## src/rtl/evict_pkg.sv

```systemverilog
package evict_pkg;
   typedef enum logic {
      EV_IDLE  = 1'b0,
      EV_DRAIN = 1'b1
   } ev_state_t;
endpackage

```

## src/rtl/evict_pick.sv

```systemverilog
// Finds the lowest word index at or above a start point whose segment is dirty.
module evict_pick #(
   parameter int LINE_WORDS = 8,
   parameter int SEGS       = 2,
   localparam int IDX_W     = $clog2(LINE_WORDS),
   localparam int SEG_WORDS = LINE_WORDS / SEGS
) (
   input  logic [SEGS-1:0]  mask,
   input  logic [IDX_W:0]   start,
   output logic             found,
   output logic [IDX_W-1:0] idx
);
   always_comb begin
      found = 1'b0;
      idx   = '0;
      for (int i = LINE_WORDS - 1; i >= 0; i--) begin
         if ((i >= int'(start)) && mask[i / SEG_WORDS]) begin
            found = 1'b1;
            idx   = i[IDX_W-1:0];
         end
      end
   end
endmodule

```

## src/rtl/evict_store.sv

```systemverilog
// Holds one victim line and its base address; presents the selected word.
module evict_store #(
   parameter int DATA_W     = 32,
   parameter int ADDR_W     = 32,
   parameter int LINE_WORDS = 8,
   localparam int IDX_W     = $clog2(LINE_WORDS)
) (
   input  logic                         clk,
   input  logic                         load,
   input  logic [LINE_WORDS*DATA_W-1:0] din,
   input  logic [ADDR_W-1:0]            addr_in,
   input  logic [IDX_W-1:0]             sel,
   output logic [DATA_W-1:0]            dout,
   output logic [ADDR_W-1:0]            base
);
   logic [DATA_W-1:0] words [LINE_WORDS];

   always_ff @(posedge clk) begin
      if (load) begin
         base <= addr_in;
         for (int k = 0; k < LINE_WORDS; k++)
            words[k] <= din[k*DATA_W +: DATA_W];
      end
   end

   assign dout = words[sel];
endmodule

```

## src/rtl/evict_seq.sv

```systemverilog
// Write-back sequencer: walks dirty words in ascending order.
module evict_seq
   import evict_pkg::*;
#(
   parameter int LINE_WORDS = 8,
   parameter int SEGS       = 2,
   localparam int IDX_W     = $clog2(LINE_WORDS),
   localparam int SEG_SH    = $clog2(LINE_WORDS / SEGS)
) (
   input  logic             clk,
   input  logic             rst_n,
   input  logic             ld_fire,
   input  logic [SEGS-1:0]  ld_dirty,
   input  logic             first_found,
   input  logic [IDX_W-1:0] first_idx,
   input  logic             next_found,
   input  logic [IDX_W-1:0] next_idx,
   input  logic             mem_fire,
   output logic             busy,
   output logic [IDX_W-1:0] idx,
   output logic [SEGS-1:0]  dirty_q
);
   ev_state_t state;

   always_ff @(posedge clk) begin
      if (!rst_n) begin
         state   <= EV_IDLE;
         idx     <= '0;
         dirty_q <= '0;
      end else begin
         case (state)
            EV_IDLE: begin
               if (ld_fire && first_found) begin
                  state   <= EV_DRAIN;
                  idx     <= first_idx;
                  dirty_q <= ld_dirty;
               end
            end
            EV_DRAIN: begin
               if (mem_fire) begin
                  if (next_found) begin
                     idx <= next_idx;
                  end else begin
                     state   <= EV_IDLE;
                     dirty_q <= '0;
                  end
               end
            end
            default: state <= EV_IDLE;
         endcase
      end
   end

   assign busy = (state == EV_DRAIN);

   AST_CLEAN_SEG_SKIPPED: assert property (@(posedge clk) disable iff (!rst_n)
      busy |-> dirty_q[idx >> SEG_SH]);

   AST_ASCENDING: assert property (@(posedge clk) disable iff (!rst_n)
      (mem_fire && next_found) |=> (idx > $past(idx)));

   AST_CLEAN_NO_WORK: assert property (@(posedge clk) disable iff (!rst_n)
      (ld_fire && ld_dirty == '0) |=> !busy);
endmodule

```

## src/rtl/evict_wbuf.sv

```systemverilog
module evict_wbuf #(
   parameter int DATA_W     = 32,
   parameter int ADDR_W     = 32,
   parameter int LINE_WORDS = 8,
   parameter int SEGS       = 2,
   localparam int IDX_W     = $clog2(LINE_WORDS),
   localparam int BYTE_SH   = $clog2(DATA_W / 8),
   localparam int LINE_W    = LINE_WORDS * DATA_W
) (
   input  logic              clk,
   input  logic              rst_n,
   input  logic              ld_valid,
   output logic              ld_ready,
   input  logic [ADDR_W-1:0] ld_addr,
   input  logic [LINE_W-1:0] ld_line,
   input  logic [SEGS-1:0]   ld_dirty,
   output logic              busy,
   output logic              mem_valid,
   input  logic              mem_ready,
   output logic [ADDR_W-1:0] mem_addr,
   output logic [DATA_W-1:0] mem_data
);
   if (DATA_W % 8 != 0 || DATA_W < 8) begin : g_bad_data_w
      $error("DATA_W must be a whole number of bytes");
   end
   if (LINE_WORDS < 2 || (LINE_WORDS & (LINE_WORDS - 1)) != 0) begin : g_bad_words
      $error("LINE_WORDS must be a power of two, at least 2");
   end
   if (SEGS < 1 || LINE_WORDS % SEGS != 0) begin : g_bad_segs
      $error("SEGS must divide LINE_WORDS");
   end

   logic              ld_fire, mem_fire;
   logic              first_found, next_found;
   logic [IDX_W-1:0]  first_idx, next_idx, idx;
   logic [SEGS-1:0]   dirty_q;
   logic [ADDR_W-1:0] base;

   assign ld_ready  = !busy;
   assign ld_fire   = ld_valid && ld_ready;
   assign mem_valid = busy;
   assign mem_fire  = mem_valid && mem_ready;

   evict_pick #(.LINE_WORDS(LINE_WORDS), .SEGS(SEGS)) u_first (
      .mask(ld_dirty), .start('0), .found(first_found), .idx(first_idx));

   evict_pick #(.LINE_WORDS(LINE_WORDS), .SEGS(SEGS)) u_next (
      .mask(dirty_q), .start({1'b0, idx} + 1'b1), .found(next_found), .idx(next_idx));

   evict_seq #(.LINE_WORDS(LINE_WORDS), .SEGS(SEGS)) u_seq (
      .clk(clk), .rst_n(rst_n), .ld_fire(ld_fire), .ld_dirty(ld_dirty),
      .first_found(first_found), .first_idx(first_idx),
      .next_found(next_found), .next_idx(next_idx),
      .mem_fire(mem_fire), .busy(busy), .idx(idx), .dirty_q(dirty_q));

   evict_store #(.DATA_W(DATA_W), .ADDR_W(ADDR_W), .LINE_WORDS(LINE_WORDS)) u_store (
      .clk(clk), .load(ld_fire), .din(ld_line), .addr_in(ld_addr),
      .sel(idx), .dout(mem_data), .base(base));

   assign mem_addr = base + (ADDR_W'(idx) << BYTE_SH);

   AST_REQ_HELD: assert property (@(posedge clk) disable iff (!rst_n)
      (mem_valid && !mem_ready) |=> (mem_valid && $stable(mem_addr) && $stable(mem_data)));

   AST_LINE_FROZEN: assert property (@(posedge clk) disable iff (!rst_n)
      (busy && $past(busy)) |-> $stable(base));
endmodule

```

## config.mk

```make
export PLATFORM = sky130hd
export DESIGN_NAME = evict_wbuf
export DESIGN_NICKNAME = d
export VERILOG_FILES = /design/src/rtl/evict_pkg.sv /design/src/rtl/evict_pick.sv /design/src/rtl/evict_store.sv /design/src/rtl/evict_seq.sv /design/src/rtl/evict_wbuf.sv
export SDC_FILE = /design/constraint.sdc
export NUM_CORES = 1
export LEC_CHECK = 0
export ABC_AREA = 1
export BUFFER_PORTS_ARGS = -buffer_cell sky130_fd_sc_hd__buf_2
export CORE_MARGIN = 5
export CORE_UTILIZATION = 55
export DETAILED_ROUTE_END_ITERATION = 8
export GPL_TIMING_DRIVEN = 1
export PLACE_DENSITY_LB_ADDON = 0.25
export SLEW_MARGIN = 10
export SYNTH_ARGS = -nofsm -noshare
export SYNTH_HDL_FRONTEND = slang
export SYNTH_SLANG_ARGS = --single-unit
export TNS_END_PERCENT = 20
```

## constraint.sdc

```tcl
create_clock -name clk -period 38.9 [get_ports clk]
set_input_delay 1.945 -clock clk [delete_from_list [all_inputs] [get_ports clk]]
set_output_delay 1.945 -clock clk [all_outputs]
set_load 0.01 [all_outputs]
```

==> key figures, run 1 <==
Synthesis
  • Ys Warns: 0
  • Unique masters post-synth: 34
  • Register area share after synthesis: 73.2%
  • Top cell type's share of synthesized area: 71.7%
  • FF+latch count, synth: 297
  • Syn avg cell area: 12.5 um2
  • EDFF count, synth: 288
  • Post-Syn Area: 0.0121 mm2
  • Top cell type by total area after synthesis: edfxtp_1
  • Synthesized net count: 1266
  • Synth cell count leaders: edfxtp_1 (288), nor2_1 (243), o21ai_0 (128)
  • Mapped Cells: 966
  • Post-synth top flop: edfxtp_1
  • Post-synth ARST share: 0%
  • Synth area leaders: edfxtp_1 (72%), nor2_1 (7.6%), o21ai_0 (5.3%), a31oi_1 (1.7%), o22ai_1 (1.7%)
  • Top-count cell post-synth: edfxtp_1

Route
  • DRT Wirelength: 31200 um
  • Initial drt markers: 830
  • DRT Pass-1 Iters: 5
  • Drc violations: 0
  • DRT antenna net count: 0
  • Vias per cell: 5.42
  • WL per Instance: 19.1 um
  • Vias: 8829

Die
  • Die Footprint: 0.0250 mm2
  • Core Area: 0.0217 mm2
  • Die height: 158 um
  • Initial Utilization: 55.6%
  • Row count: 54
  • Total I/O pin count: 361
  • Die X: 158 um

STA
  • Setup TNS: 0 ps
  • Final Slew Violations: 0
  • RSZ-0062 raised after global routing: false
  • Layout Skew: 5.56 ps
  • Worst Tran Pin Value: 1210 ps
  • Fin crit share: 14.3%
  • Hold_ws: 575 ps
  • Fin crit period: 5550 ps
  • Slew headroom: 19.3%
  • Final worst slack: 33350 ps
  • Final Hold Viols: 0
  • Final setup fails: 0
  • Fmax: 180 MHz

Final layout
  • Share of layout cells above drive strength 1: 32.1%
  • Syn-to-layout area delta: 24.5%
  • Final net count: 1613
  • Post-Layout Inst Area: 0.0150 mm2

Flow run
  • Max_cap viols: 0

Global routing
  • GR Util All Layers: 23.6%
  • GRT busiest layer: met2
  • Largest net degree at the start of global routing: 200
  • Met1 usage: 29.4%
  • Initial antenna violation count: 19
  • Vias in the first global route: 8684
  • First-pass GRT wire length: 45300 um
  • GR Layer Usage met2: 40.4%
  • Met3 GRT Util: 6.45%
  • Grt ovf: 0

Pwr
  • Clk pwr share: 37.2%
  • PD cells: 48.6 mW/mm2
  • Tot Pwr: 0.730 mW
  • Logic pwr share: 9.6%
  • P_leak: 5.97 nW
  • Sequential Power Share: 53.2%
  • P_int: 0.565 mW
  • Switching share of power: 22.6%
  • Psw: 0.165 mW
  • Highest ir drop seen on vdd: 43.2 uV

Critical path
  • Worst-path fanout max: 67
  • CP Data Required Time: 36950 ps
  • FF-to-FF path depth: 3
  • Endpoint class of the critical path: output pin
  • Reg-to-reg slack, setup: 36020 ps
  • Worst path arrival time: 3600 ps
  • CP Launch Type: flop
  • Critical path type: reg2out

Placement
  • Final GP Congestion: 0.957
  • Post-place instance area: 0.0141 mm2
  • Half-perimeter wire length after placement: 20900 um
  • Port bufs: 360
  • Post-place setup slack: 33910 ps

Clock tree
  • Hold buffers post-CTS: 0
  • Root buffer cell: clkbuf_16
  • CTS tree: done
  • CTS Buf Count: 30
  • CTS resizes: 0
  • Register clock-pin slew on the reported worst setup and hold paths: 60 ps
  • # Post-CTS Setup Buffers: 0
  • H-tree depth: 1
  • Clk buf depth: 3
  • Num Clock Sinks: 297
  • Worst-skew pair later-pin latency: 540 ps

Min path
  • Hold path depth: 2
  • Worst hold path class: reg2reg

Outcome
  • Status: complete, no violations
[final timing paths]
path / start / to
max: flop / mem_data[7]
min: u_seq.idx[0] / flop
min reg2reg: u_seq.idx[0] / flop
max reg2reg: u_seq.busy / u_store.words[3][12]
[kinds of logic (layout without fill, tap and decap cells)]
family,after synthesis,after routing,synth area share (%)
AND/OR/NAND/NOR,340,340,11.7
flip-flops,297,297,73.2
AO/OA/AOI/OAI,211,211,9.55
buffers and inverters,87,456,3.04
XOR/XNOR,25,25,1.82
adder cells (fa/ha/maj),6,6,0.685
other,0,15,0
[critical path: stages, from the launching register on]
cell	delay, ps
dfxtp_4	780
clkinv_2	840
buf_4	600
o21ai_0	240
o22ai_1	110
nor2_1	180
a31oi_1	60
buf_2	180
[power by group through the flow]
stage / registers (mW) / clock network (mW) / logic [mW]
2_1_floorplan: 0.403 / 0 / 0.0367
3_3_place_gp: 0.394 / 0 / 0.0686
3_5_place_dp: 0.395 / 0 / 0.0700
4_1_cts: 0.388 / 0.276 / 0.0703
5_1_grt: 0.391 / 0.289 / 0.0768
6_report: 0.389 / 0.271 / 0.0697
[placed cells by master (no fill, tap or decap), drive strengths merged, types with 13 or more instances in the layout]
master,count
clkinv,13
a31oi,33
inv,35
buf,366
edfxtp,288
diode,15
xor2,15
nor2,249
o21ai,134
clkbuf,38
nand2,54
o22ai,32
nand3,18
[sequential cells by signal, indices dropped and copies added (netlist names), named ones only]
name	flops
u_seq.busy	1
u_seq.dirty_q	2
u_seq.idx	3
u_store.base	32
u_store.words	256
[area by class of cell]
class | count | area [um2]
Multi-Input combinational cell | 582 | 2870
Sequential cell | 297 | 8830
Inverter | 36 | 136
Tap cell | 280 | 350
Timing Repair Buffer | 366 | 1860
Antenna cell | 15 | 37.5
Clock inverter | 16 | 126
Fill cell | 1577 | 6670
Clock buffer | 38 | 802
[through the flow]
stage | std cells | util, %
after detailed placement | 1561 | 64.8
after floorplan | 966 | -
after global placement | 1561 | 64.8
final | 1630 | 69.2
after global routing | 1625 | 69.2
after CTS | 1615 | 69.1
[routing by layer]
| layer | wire (um) | part of all wire, % | vias to the layer above |
|---|---|---|---|
| met1 | 11200 | 36 | 4104 |
| met5 | 105 | 0.34 | - |
| met4 | 1020 | 3.3 | 18 |
| li1 | - | - | 4175 |
| met3 | 3330 | 11 | 79 |
| met2 | 15500 | 50 | 453 |
Power figures use the tool's default switching activity.
==> run 2: changes to the inputs <==
- CORE_UTILIZATION: 55 -> 52
- clock period: 38.9 -> 5.7 ns (I/O delays scaled with it)
==> run 2 against run 1 <==
Compared with the run above: non-clock buffer count up 291; utilization up 10 points; worst hold slack worse by 480 ps; flip-flop and latch count unchanged; clock skew up 13 ps; global-route usage up 6.2 points; routed wire length up 30%; critical path depth unchanged; critical path type unchanged; largest power group unchanged.
==> key figures, run 2 (synthesis gave the netlist of run 1 again) <==
Outcome
  • Status: complete, no violations

Clock tree
  • CTS resizes: 0
  • Worst-skew pair later-pin latency: 570 ps
  • Root buffer cell: clkbuf_16
  • # Post-CTS Setup Buffers: 0
  • Register clock-pin slew on the reported worst setup and hold paths: 60 ps
  • Clk buf depth: 3
  • CTS tree: done
  • Hold buffers post-CTS: 289
  • H-tree depth: 1
  • Num Clock Sinks: 297
  • CTS Buf Count: 31

Placement
  • Half-perimeter wire length after placement: 21200 um
  • # placed instances: 1568
  • Port bufs: 360
  • Final GP Congestion: 0.902

Die
  • Total I/O pin count: 361
  • Die height: 162 um
  • Die Footprint: 0.0263 mm2
  • Initial Utilization: 53.1%
  • Core Area: 0.0227 mm2
  • Row count: 55
  • Die X: 162 um

Final layout
  • Top Registers: u_store.words: 256 flops, u_store.base: 32 flops, u_seq.idx: 3 flops
  • Final std cells w/o fill: 1922
  • Final net count: 1905
  • Syn-to-layout area delta: 50.1%
  • Most common library cell in the layout ignoring fill and taps: buf_2
  • Multi-input gate area: 0.00287 mm2
  • Share of layout cells above drive strength 1: 26.9%
  • Top reg by flops: u_store.words
  • Most frequent cells in the layout: buf_2 (360), dlygate4sd3_1 (289), edfxtp_1 (288)
  • # fillers: 1187
  • Max reg flops: 256
  • Register area: 0.00883 mm2

Min path
  • Worst hold path class: in2reg

Route
  • Drc violations: 0
  • Initial drt markers: 1104
  • Vias per cell: 5.54
  • DRT Wirelength: 40600 um
  • DRT Pass-1 Iters: 5
  • WL per Instance: 21.1 um
  • DRT antenna net count: 0
  • Vias: 10600

Global routing
  • Vias in the first global route: 11300
  • First-pass GRT wire length: 60800 um
  • Grt ovf: 0
  • Largest net degree at the start of global routing: 158
  • GR Util All Layers: 29.8%
  • Initial antenna violation count: 7

STA
  • Worst Tran Pin Value: 918 ps
  • Slew headroom: 38.8%
  • Fin crit share: 63.1%
  • Final Slew Violations: 0
  • RSZ-0062 raised after global routing: false
  • Final Hold Viols: 0
  • Fmax: 278 MHz
  • Final setup fails: 0
  • Fin crit period: 3600 ps
  • Hold_ws: 94.7 ps
  • Layout Skew: 18.8 ps

Critical path
  • CP Cell Sequence: inv_4 > buf_4 > o21ai_0 > o22ai_1 > nor2_1 > a31oi_1 > buf_2
  • Endpoint class of the critical path: output pin
  • Critical path type: reg2out
  • Crit-path slowest cell: buf_4
  • Crit-path max cell delay: 660 ps
  • CP Data Required Time: 5410 ps
  • Worst path arrival time: 3310 ps
  • Buffer and inverter count on the worst path: 3
  • Cell class contributing the biggest share of worst-path delay: buffers and inverters
  • Worst-path fanout max: 72
  • CP Launch Type: flop

Pwr
  • PD cells: 306 mW/mm2
  • Tot Pwr: 5.54 mW
  • P_leak: 7.28 nW
  • Highest ir drop seen on vdd: 327 uV

Flow run
  • Max_cap viols: 0
==> run 2: area by class of cell <==
class	instances	area share [%]
multi-input combinational	582	15.9
antenna	7	0.0968
inverter	36	0.761
timing repair buffer	657	26.3
sequential	297	48.8
clock inverter	19	1.58
tap	285	1.97
clock buffer	39	4.56
==> run 2: report_power, final <==
part / total, mW / switching [mW] / internal, mW
registers: 2.66 / 0.0656 / 2.60
logic: 0.675 / 0.360 / 0.315
clock network: 2.20 / 0.854 / 1.35
==> run 2: stage by stage <==
step           TNS (ps)  area (um2)  worst slack [ps]  util (%)
2_1_floorplan     -7220       12100              -936         -
3_3_place_gp          0       14100              2930      62.0
3_5_place_dp          0       14100              2850      62.0
4_1_cts               0       18100              2250      79.6
5_1_grt               0       18100              1900      79.7
6_report              0       18100              2100      79.7
==> run 2: final timing paths <==
path,startpoint,end,slack (ps),cells past startpoint
worst max register to register,u_seq.busy,u_store.words[1][20],3600,2
worst min-delay path,mem_ready,u_seq.busy,90,3
worst min register to register,u_seq.idx[0],u_seq.idx[0],580,2
worst max-delay path,flop,mem_data[0],2100,7
==> run 2: per-layer routing <==
metal,GRT usage [%],up-vias,routed length (um)
met4,13.8,0,2090
li1,-,4749,-
met5,0,-,0
met2,53.3,719,20800
met1,34.3,5019,14000
met3,6.37,152,3710
==> run 2: worst register-to-register path, stage by stage, from the launching register on <==
cell     delay, ps
dfxtp_2        380
nor2_4         500
buf_4          790
==> run 3: changes to the inputs <==
- CORE_UTILIZATION: 52 -> 47
- clock period: 5.7 -> 3.1 ns (I/O delays scaled with it)
==> run 3 against run 2 <==
Compared with the run above: utilization down 7.4 points; global-route usage down 5.0 points; first-iteration DRC count down 15%; setup slack worse by 1900 ps; critical path depth up 3; critical path type unchanged; critical endpoint is now mem_addr[22]; largest power group unchanged.
==> key figures, run 3 (synthesis gave the netlist of run 1 again) <==
Outcome
  • Status: complete, no violations

Global routing
  • GR Util All Layers: 24.9%
  • Initial antenna violation count: 3
  • Vias in the first global route: 10700
  • Grt ovf: 0
  • First-pass GRT wire length: 56500 um
  • Largest net degree at the start of global routing: 113

Clock tree
  • CTS Buf Count: 31
  • Clk buf depth: 3
  • Worst-skew pair later-pin latency: 540 ps
  • H-tree depth: 1
  • Register clock-pin slew on the reported worst setup and hold paths: 70 ps
  • CTS tree: done
  • Root buffer cell: clkbuf_16
  • Num Clock Sinks: 297

Final layout
  • Most frequent cells in the layout: buf_2 (360), dlygate4sd3_1 (292), edfxtp_1 (288)
  • Most common library cell in the layout ignoring fill and taps: buf_2
  • Post-layout util: 72.3%
  • Max reg flops: 256
  • Syn-to-layout area delta: 51.4%
  • Top Registers: u_store.words: 256 flops, u_store.base: 32 flops, u_seq.idx: 3 flops
  • Final net count: 1918
  • Top reg by flops: u_store.words
  • Share of layout cells above drive strength 1: 27.2%

STA
  • Slew headroom: 46.7%
  • Layout Skew: 16.5 ps
  • Setup TNS: 0 ps
  • Fin crit share: 95.1%
  • Final Slew Violations: 0
  • Hold_ws: 87.8 ps
  • Worst Tran Pin Value: 800 ps
  • Final Hold Viols: 0
  • Fmax: 339 MHz
  • Final worst slack: 153 ps
  • Fin crit period: 2950 ps
  • Final setup fails: 0

Die
  • Row count: 58
  • Total I/O pin count: 361
  • Die X: 170 um
  • Initial Utilization: 47.8%
  • Core Area: 0.0253 mm2
  • Die height: 170 um
  • Die Footprint: 0.0290 mm2

Pwr
  • P_leak: 7.35 nW
  • PD cells: 550 mW/mm2
  • Highest ir drop seen on vdd: 528 uV

Flow run
  • Max_cap viols: 0

Critical path
  • Critical path type: reg2out
  • Worst path arrival time: 2790 ps
  • Worst-path fanout max: 7
  • Endpoint class of the critical path: output pin
  • FF-to-FF path depth: 11
  • CP Data Required Time: 2940 ps
  • CP Launch Type: flop

Placement
  • Half-perimeter wire length after placement: 21300 um
  • Post-place setup slack: 651 ps
  • Port bufs: 360
  • Final GP Congestion: 0.915

Min path
  • Hold path depth: 3
  • Worst hold path class: in2reg

Route
  • DRT Wirelength: 37600 um
  • Vias: 10300
  • WL per Instance: 19.0 um
  • DRT Pass-1 Iters: 6
  • DRT antenna net count: 0
  • Vias per cell: 5.22
  • Initial drt markers: 939
  • Drc violations: 0
[run 3: cell count changes in the layout (fill, tap and decap cells not counted)]
cell,change
dfxtp_1,-2
buf_4,+6
inv_16,-1
inv_6,-1
clkbuf_8,-2
clkbuf_1,+1
dlygate4sd3_1,+3
clkinv_1,+2
diode_2,-4
clkinv_4,+1
dfxtp_2,+2
buf_12,+4
clkinvlp_4,-1
[run 3: worst max-delay path: stages (launching register included)]
cell,delay (ps)
dfxtp_2,370
ha_1,190
inv_1,60
fa_1,440
o21ai_4,200
nand2_2,120
nor3_4,360
nand3_4,130
o21ai_1,150
nand2_1,70
buf_2,140
[run 3: layout make-up]
cell class	count	area (um2)
inverter	36	138
sequential	297	8840
fill	1571	7000
antenna	3	7.51
multi-input combinational	582	2870
tap	330	413
timing repair buffer	670	4920
clock buffer	38	802
clock inverter	19	265
[run 3: metrics by stage]
stage / instance area [um2] / cells / power (mW)
floorplan: 12100 / 966 / 5.42
global placement: 14200 / 1620 / 5.83
detailed placement: 14200 / 1620 / 5.85
CTS: 18200 / 1969 / 10.0
global route: 18300 / 1975 / 10.4
finish: 18300 / 1975 / 10.0
[run 3: what timing repair did]
| item | CTS | global route |
|---|---|---|
| gates resized for setup | 0 | 2 |
| setup endpoints to repair | 0 | 7 |
| setup buffers | 0 | 3 |
| hold buffers | 292 | 0 |
| hold endpoints to repair | 297 | 0 |
[run 3: layer usage]
layer / routed length (um) / up-vias / GRT usage [%] / part of all wire, %
li1: - / 4777 / - / -
met1: 13600 / 4828 / 29.2 / 36
met2: 19400 / 605 / 45.0 / 51
met3: 3340 / 106 / 5.41 / 8.9
met4: 1330 / 0 / 8.78 / 3.5
met5: 0 / - / 0 / 0
[run 3: worst paths after layout]
check	startpoint	end	slack (ps)
worst max-delay path	u_seq.idx[0]	mem_addr[22]	150
worst min-delay path	ld_valid	u_store.words[6][14]	90
worst max register to register	u_seq.idx[1]	u_seq.dirty_q[1]	950
worst min register to register	u_seq.idx[0]	u_seq.idx[0]	530
[run 3: power breakdown]
group	internal, mW	switching [mW]
registers	4.77	0.109
logic	0.599	0.639
clock network	2.41	1.52
total	7.77	2.27
